--- config.mk ---
export PLATFORM = sky130hd
export DESIGN_NAME = priv_seq
export DESIGN_NICKNAME = d
export VERILOG_FILES = /design/src/rtl/priv_seq_pkg.sv /design/src/rtl/priv_req_arb.sv /design/src/rtl/priv_entry_gen.sv /design/src/rtl/priv_ret_decode.sv /design/src/rtl/priv_seq.sv
export SDC_FILE = /design/constraint.sdc
export NUM_CORES = 1
export LEC_CHECK = 0
export ABC_AREA = 0
export BUFFER_PORTS_ARGS = -buffer_cell sky130_fd_sc_hd__buf_2
export CAP_MARGIN = 30
export CORE_UTILIZATION = 43
export CTS_BUF_LIST = sky130_fd_sc_hd__clkbuf_16
export CTS_CLUSTER_DIAMETER = 120
export DETAILED_ROUTE_END_ITERATION = 10
export PLACE_DENSITY = 0.83
export SYNTH_ARGS = -nofsm -noshare
export SYNTH_HDL_FRONTEND = slang
export SYNTH_HIERARCHICAL = 1
export SYNTH_SLANG_ARGS = --single-unit
--- constraint.sdc ---
create_clock -name clk -period 0.87 [get_ports clk]
set_input_delay 0.087 -clock clk [delete_from_list [all_inputs] [get_ports clk]]
set_output_delay 0.087 -clock clk [all_outputs]
set_load 0.03 [all_outputs]
--- src/rtl/priv_seq_pkg.sv ---
package priv_seq_pkg;

    // Resolved action for one cycle of requests
    typedef enum logic [1:0] {
        ACT_IDLE  = 2'd0,
        ACT_CALL  = 2'd1,
        ACT_RET   = 2'd2,
        ACT_CLASH = 2'd3
    } act_e;

endpackage

--- src/rtl/priv_req_arb.sv ---
module priv_req_arb
    import priv_seq_pkg::*;
(
    input  logic call_req,
    input  logic ret_req,
    output act_e act
);
    always_comb begin
        unique case ({call_req, ret_req})
            2'b10:   act = ACT_CALL;
            2'b01:   act = ACT_RET;
            2'b11:   act = ACT_CLASH;
            default: act = ACT_IDLE;
        endcase
    end
endmodule

--- src/rtl/priv_entry_gen.sv ---
module priv_entry_gen #(
    parameter int unsigned XLEN        = 64,
    parameter int unsigned CODE_W      = 8,
    parameter int unsigned SLOT_LG     = 6,
    parameter int unsigned LO_REGION   = 32'h1000,
    parameter int unsigned HI_REGION   = 32'h2000,
    parameter bit          BASE_ALIGNED = 1'b1
) (
    input  logic [XLEN-1:0]   base,
    input  logic [CODE_W-1:0] code,
    output logic [XLEN-1:0]   entry
);
    localparam int unsigned IDX_W = CODE_W - 1;
    localparam int unsigned OFF_W = $clog2(HI_REGION + ((2 ** IDX_W) << SLOT_LG));

    logic [OFF_W-1:0] off;

    always_comb begin
        off = (code[CODE_W-1] ? OFF_W'(HI_REGION) : OFF_W'(LO_REGION))
            + (OFF_W'(code[IDX_W-1:0]) << SLOT_LG);
    end

    generate
        if (BASE_ALIGNED) begin : g_merge
            // base low OFF_W bits are zero, so the offset drops in without a carry
            assign entry = {base[XLEN-1:OFF_W], base[OFF_W-1:0] | off};
        end else begin : g_add
            assign entry = base + XLEN'(off);
        end
    endgenerate
endmodule

--- src/rtl/priv_ret_decode.sv ---
module priv_ret_decode #(
    parameter int unsigned XLEN = 64
) (
    input  logic            legacy,
    input  logic [XLEN-1:0] target,
    input  logic [XLEN-1:0] saved,
    output logic [XLEN-1:0] dest,
    output logic            mode
);
    logic [XLEN-1:0] sel;

    always_comb begin
        sel  = legacy ? saved : target;
        dest = {sel[XLEN-1:2], 2'b00};
        mode = sel[0];
    end
endmodule

--- src/rtl/priv_seq.sv ---
module priv_seq
    import priv_seq_pkg::*;
#(
    parameter int unsigned XLEN     = 64,
    parameter int unsigned CODE_W   = 8,
    parameter int unsigned SLOT_LG  = 6,
    parameter logic [63:0] RESET_PC = 64'h0
) (
    input  logic              clk,
    input  logic              rst_n,
    input  logic              call_req,
    input  logic [CODE_W-1:0] call_code,
    input  logic [XLEN-1:0]   call_pc,
    input  logic              ret_req,
    input  logic              ret_legacy,
    input  logic [XLEN-1:0]   ret_target,
    input  logic [XLEN-1:0]   fw_base,
    output logic              pc_load,
    output logic [XLEN-1:0]   pc_next,
    output logic              fw_mode,
    output logic [XLEN-1:0]   saved_ret,
    output logic              intr_clr,
    output logic              lock_kill,
    output logic              req_clash
);
    typedef struct packed {
        logic [XLEN-1:0] pc;
        logic [XLEN-1:0] saved;
        logic            mode;
        logic            load;
        logic            iclr;
        logic            lkill;
        logic            clash;
    } st_t;

    st_t st_d, st_q;

    act_e            act;
    logic [XLEN-1:0] entry;
    logic [XLEN-1:0] ret_dest;
    logic            ret_mode;

    priv_req_arb u_arb (
        .call_req (call_req),
        .ret_req  (ret_req),
        .act      (act)
    );

    priv_entry_gen #(
        .XLEN    (XLEN),
        .CODE_W  (CODE_W),
        .SLOT_LG (SLOT_LG)
    ) u_entry (
        .base  (fw_base),
        .code  (call_code),
        .entry (entry)
    );

    priv_ret_decode #(
        .XLEN (XLEN)
    ) u_ret (
        .legacy (ret_legacy),
        .target (ret_target),
        .saved  (st_q.saved),
        .dest   (ret_dest),
        .mode   (ret_mode)
    );

    always_comb begin
        st_d       = st_q;
        st_d.load  = 1'b0;
        st_d.iclr  = 1'b0;
        st_d.lkill = 1'b0;
        st_d.clash = 1'b0;
        unique case (act)
            ACT_CALL, ACT_CLASH: begin
                st_d.pc    = entry;
                st_d.saved = call_pc | XLEN'(st_q.mode);
                st_d.mode  = 1'b1;
                st_d.load  = 1'b1;
                st_d.clash = (act == ACT_CLASH);
            end
            ACT_RET: begin
                st_d.pc    = ret_dest;
                st_d.mode  = ret_mode;
                st_d.load  = 1'b1;
                st_d.iclr  = 1'b1;
                st_d.lkill = 1'b1;
            end
            default: ;
        endcase
    end

    always_ff @(posedge clk or negedge rst_n) begin
        if (!rst_n) begin
            st_q       <= '0;
            st_q.pc    <= XLEN'(RESET_PC);
            st_q.mode  <= 1'b1;
        end else begin
            st_q <= st_d;
        end
    end

    assign pc_load   = st_q.load;
    assign pc_next   = st_q.pc;
    assign fw_mode   = st_q.mode;
    assign saved_ret = st_q.saved;
    assign intr_clr  = st_q.iclr;
    assign lock_kill = st_q.lkill;
    assign req_clash = st_q.clash;
endmodule

# Yosys cells after proc, flatten, opt, wreduce, memory -nomap -nowiden
# Index checks and enable logic that the tools add are counted.
# W data, S select, Z words.
[word_totals]
ff_bits = 133
latch_bits = 0
mem_bits_rw = 0
mem_bits_ro = 0
inputBits = 205
output_inout_bits = 133
memories = 0
[op_classes]
addsub = 1
n_mul = 0
div = 0
order_cmp = 0
eq_ne = 6
shifts = 0
muxes = 7
n_bitwise = 2
reduce_logical = 2
[ops]
columns = ["operator", "count"]
rows = [
  ["$pmux W64 S2", 1],
  ["$mux W64", 1],
  ["$or A64 B1 Y64", 1],
  ["$add A14 B13 Y14", 1],
  ["$mux W14", 1],
  ["$or A14 B14 Y14", 1],
  ["$eq A2 B2 Y1 const B", 4],
  ["$pmux W2 S3", 1],
  ["$eq A2 B1 Y1 const B", 2],
  ["$pmux W2 S2", 1],
  ["$mux W2", 1],
  ["$reduce_bool A2 Y1", 1],
  ["$reduce_or A2 Y1", 1],
  ["$mux W1", 1],
]

# Logic depth before layout (Yosys ltp)
[logic_depth]
word_depth = 5
mapped_depth = 7

# Modules after synthesis
# Netlist, hierarchy kept.
[modules_own_cells]
columns = ["module", "n_inst", "cells_per_inst", "area_each_um2", "seq_area_each_um2"]
rows = [
  ["priv_seq", 1, 426, 5530.3, 3304.4],
  ["priv_ret_decode", 1, 73, 1084.8, 0.0],
  ["priv_entry_gen", 1, 67, 490.5, 0.0],
  ["priv_req_arb", 1, 2, 7.5, 0.0],
]

# Worst setup path after synthesis
# OpenSTA, ideal clock, no wires.
[synth_path]
kind = "register to register"
from = "reg st_q, in the netlist saved_ret[0]"
to = "reg st_q, in the netlist fw_mode"
setup_time_ps = 82
arrival_time_ps = 1051
required_ps = 788
path_slack_ps = -263
stages_incl_launch_ff = 3
path_cell_list = "dfrtp_1 -> mux2_2 -> a211o_1"
[synth_between]
elab_chain_len = 2
[synth_lines]
columns = ["element", "line_no", "text"]
rows = [
  ["start: declaration", "priv_seq.sv:36", "st_t st_d, st_q;"],
  ["start signal: assignment", "priv_seq.sv:100", "st_q <= st_d;"],
  ["$mux W64", "priv_ret_decode.sv:13", "sel = legacy ? saved : target;"],
  ["net ret_mode", "priv_seq.sv:41", "logic ret_mode;"],
  ["$pmux W2 S2", "priv_seq.sv:75", "unique case (act)"],
]
# The timed path passes the listed nets, and every way through them passes these cells.
# A chain may end at the register's enable or synchronous reset.

# Worst setup path after layout
[layout_path]
from = "reg st_q, in the netlist saved_ret[45]"
to = "reg st_q, in the netlist pc_next[45]"
[layout_between]
elab_chain_len = 2
[layout_lines]
columns = ["element", "line_no", "text"]
rows = [
  ["$mux W64", "priv_ret_decode.sv:13", ""],
  ["net ret_dest[45]", "priv_seq.sv:40", "logic [XLEN-1:0] ret_dest;"],
  ["$pmux W64 S2", "priv_seq.sv:75", ""],
]
# The timed path passes the listed nets, and every way through them passes these cells.

==> impl_metrics.csv <==
group,metric,value,unit
placed_design,gp_congestion,0.782,
yosys,ys_seq_area_share,46.5,%
timing,final.setup_skew,0.0109,ns
clock_tree,clock_latency,0.41,ns
timing,period_minus_slack,1.25,ns
clock_tree,cts_sinks,132,
clock_tree,root_buffer,"clkbuf_16",
placed_design,placed_area,9460,µm²
route,vias_per_cell,5.29,
floorplanning,io_pins,338,
yosys,synth_common_cells,"131 x dfrtp_1, 67 x mux2_4, 64 x mux2i_1, 64 x nand2_1, 61 x buf_4",
route,drt-total-wl,31.5,mm
layout,areaGrowthSynthToFinish,88.4,%
floorplanning,die_area,17100,µm²
route,antenna_left,0,
grt,grt_start_max_net_pins,32,
yosys,avgSynthCellArea,12.5,µm²
yosys,synth_top_flop_cell,"dfrtp_1",
yosys,synth_top_area_share,46.1,%
worst_hold_path,hp-class,"input pin to flip-flop",
layout,multi_input_area,3300,µm²
route,drt_iter0_markers,445,
yosys,syn-cell-area,7110,µm²
yosys,synth.most_common_cell,"dfrtp_1",
yosys,synth_area_leaders,"dfrtp_1 46%, mux2_4 14%, mux2_2 9.3%",
floorplanning,coreArea,16000,µm²
run_status,status,"finished, violations left",
clock_tree,htree_levels,4,
yosys,synth-edff-count,0,
grt,overflow,0,
timing,hold_violations,0,
grt,antenna_found_initial,1,
timing,fmax,801,MHz
layout,nets,1357,
yosys,ys_types,24,
route,routedWlPerCell,22.8,µm
yosys,synth_warnings,6,
grt,grt_usage,33.4,%
pwr,cellLeakagePower,6.71,nW
floorplanning,initial_core_util,44.5,%
grt,grt_pass1_vias,7834,
timing,fin_hold_ws,0.0397,ns
yosys,netlist_instances,568,
placed_design,port-buffer-count,336,
placed_design,dp_hpwl,14.7,mm
worst_setup_path,worst_setup_path_start_kind,"flip-flop",
clock_tree,clockBufferDepth,2,
route,route.detailed.drc,0,
timing,setup_slack,-0.379,ns
placed_design,place_inst,1129,
grt,grt_pass1_wl,42.3,mm
route,drtPass1Iterations,7,
yosys,synth-seq-cells,132,
worst_setup_path,worstPathArrival,1.53,ns
floorplanning,die_h,131,µm
timing,rsz0062_at_grt,"true",
run_status,violations,"negative setup slack",
clock_tree,cts_tree,"yes",
floorplanning,row_count,46,
layout,nFillCells,697,
yosys,async_flop_share,100,%
worst_setup_path,endpoint_kind,"flip-flop",
layout,drive_gt1_share,66.2,%
route,via_count,7302,
placed_design,dp_slack,-0.327,ns
layout,stdcell_count,1381,
worst_setup_path,path_class,"flip-flop to flip-flop",
yosys,synth_top_cell_by_area,"dfrtp_1",
floorplanning,die_x,131,µm
run,drv_cap,0,
layout,postLayoutCoreUtil,83.7,%
clock_tree,cts_made_buffers,17,
layout,regArea,3390,µm²
timing,setup_viol,258,
clock_tree,path_clk_slew,0.06,ns
worst_setup_path,cp_max_fo,2,
timing,post-route-period-util,144,%
worst_setup_path,cp.required,1.15,ns
pwr,ir_drop,0.00142,V
pwr,power_density,1700,nW/µm²
timing,maxSlewViolCount,0,
layout,design_area,13400,µm²
==> what timing repair did <==
| item | CTS | global route |
|---|---|---|
| pin swaps | 4 | 16 |
| hold buffers | 130 | 0 |
| gates resized for setup | 351 | 63 |
| hold endpoints to repair | 258 | 0 |
| buffers inserted | 62 | 37 |
| endpoints found under the setup margin | 256 | 258 |
| gates cloned | 0 | 0 |
==> worst max-delay path, stage by stage, from the launching register on <==
cell and delay (ns):
dfrtp_2 0.43, buf_6 0.12, mux2_4 0.26, mux2i_2 0.22, o21ai_1 0.10
==> kinds of logic (layout without fill, tap and decap cells) <==
family / Yosys count / after routing / synth area share (%)
mux: 190 / 190 / 32.5
flops: 132 / 132 / 46.5
buf+inv: 100 / 695 / 11.6
simple gates: 78 / 78 / 4.54
compound gates: 66 / 66 / 4.70
fa+ha+maj: 1 / 1 / 0.176
other cells: 1 / 3 / 0.0527
==> power by group <==
group	switching, W	internal, W	total (W)
Clock	0.00287	0.00448	0.00734
Combinational	0.00362	0.00444	0.00806
Sequential	0.000591	0.00682	0.00741
==> layout make-up <==
class	count	share of cell area (%)
inverter	2	0.0560
antenna	1	0.0187
clock buffer	17	3.17
tap	216	2.02
timing repair buffer	661	43.6
multi-input combinational	337	24.6
clock inverter	15	1.24
sequential	132	25.3
==> placed cells by master, fill, tap and decap left out, types with 13 or more instances in the layout <==
cell type and count:
buf_12 13, buf_2 199, buf_4 83, buf_6 234, clkbuf_16 17, dfrtp_1 66
dfrtp_2 65, dlygate4sd3_1 130, mux2_4 116, mux2i_1 54, nand2_1 64, o21ai_1 54
==> per-stage QoR <==
stage          TNS (ns)  power [W]
6_report         -49.52     0.0228
3_5_place_dp     -21.92     0.0125
5_1_grt          -56.71     0.0235
2_1_floorplan    -13.92     0.0106
3_3_place_gp     -19.56     0.0123
4_1_cts          -44.20     0.0218
==> worst paths after layout <==
path                          startpoint            end  slack, ns  cells past startpoint
min                         call_code[2]     pc_next[8]       0.04                      4
max                        saved_ret[45]    pc_next[45]      -0.38                      4
min in group asynchronous          rst_n    pc_next[63]       0.15                      2
max reg2reg                saved_ret[45]    pc_next[45]      -0.38                      4
min reg2reg                saved_ret[21]  saved_ret[21]       0.57                      1
max in group asynchronous          rst_n  saved_ret[20]       0.24                      3
==> registers in the layout (all words and copies together), names as in the netlist <==
| signal | flops |
|---|---|
| pc_next | 64 |
| fw_mode | 1 |
| pc_load | 1 |
| req_clash | 1 |
| saved_ret | 64 |
| intr_clr | 1 |
==> per-layer routing <==
metal / wire [µm] / vias to the layer above / global-route usage (%) / part of all wire (%)
met2: 16400 / 528 / 61.4 / 52
met4: 1790 / 0 / 17.2 / 5.7
li1: - / 3054 / - / -
met5: 0 / - / 0 / 0
met3: 2330 / 150 / 8.88 / 7.4
met1: 11000 / 3570 / 34.8 / 35
Note: power is estimated with default switching activity, not from simulation.
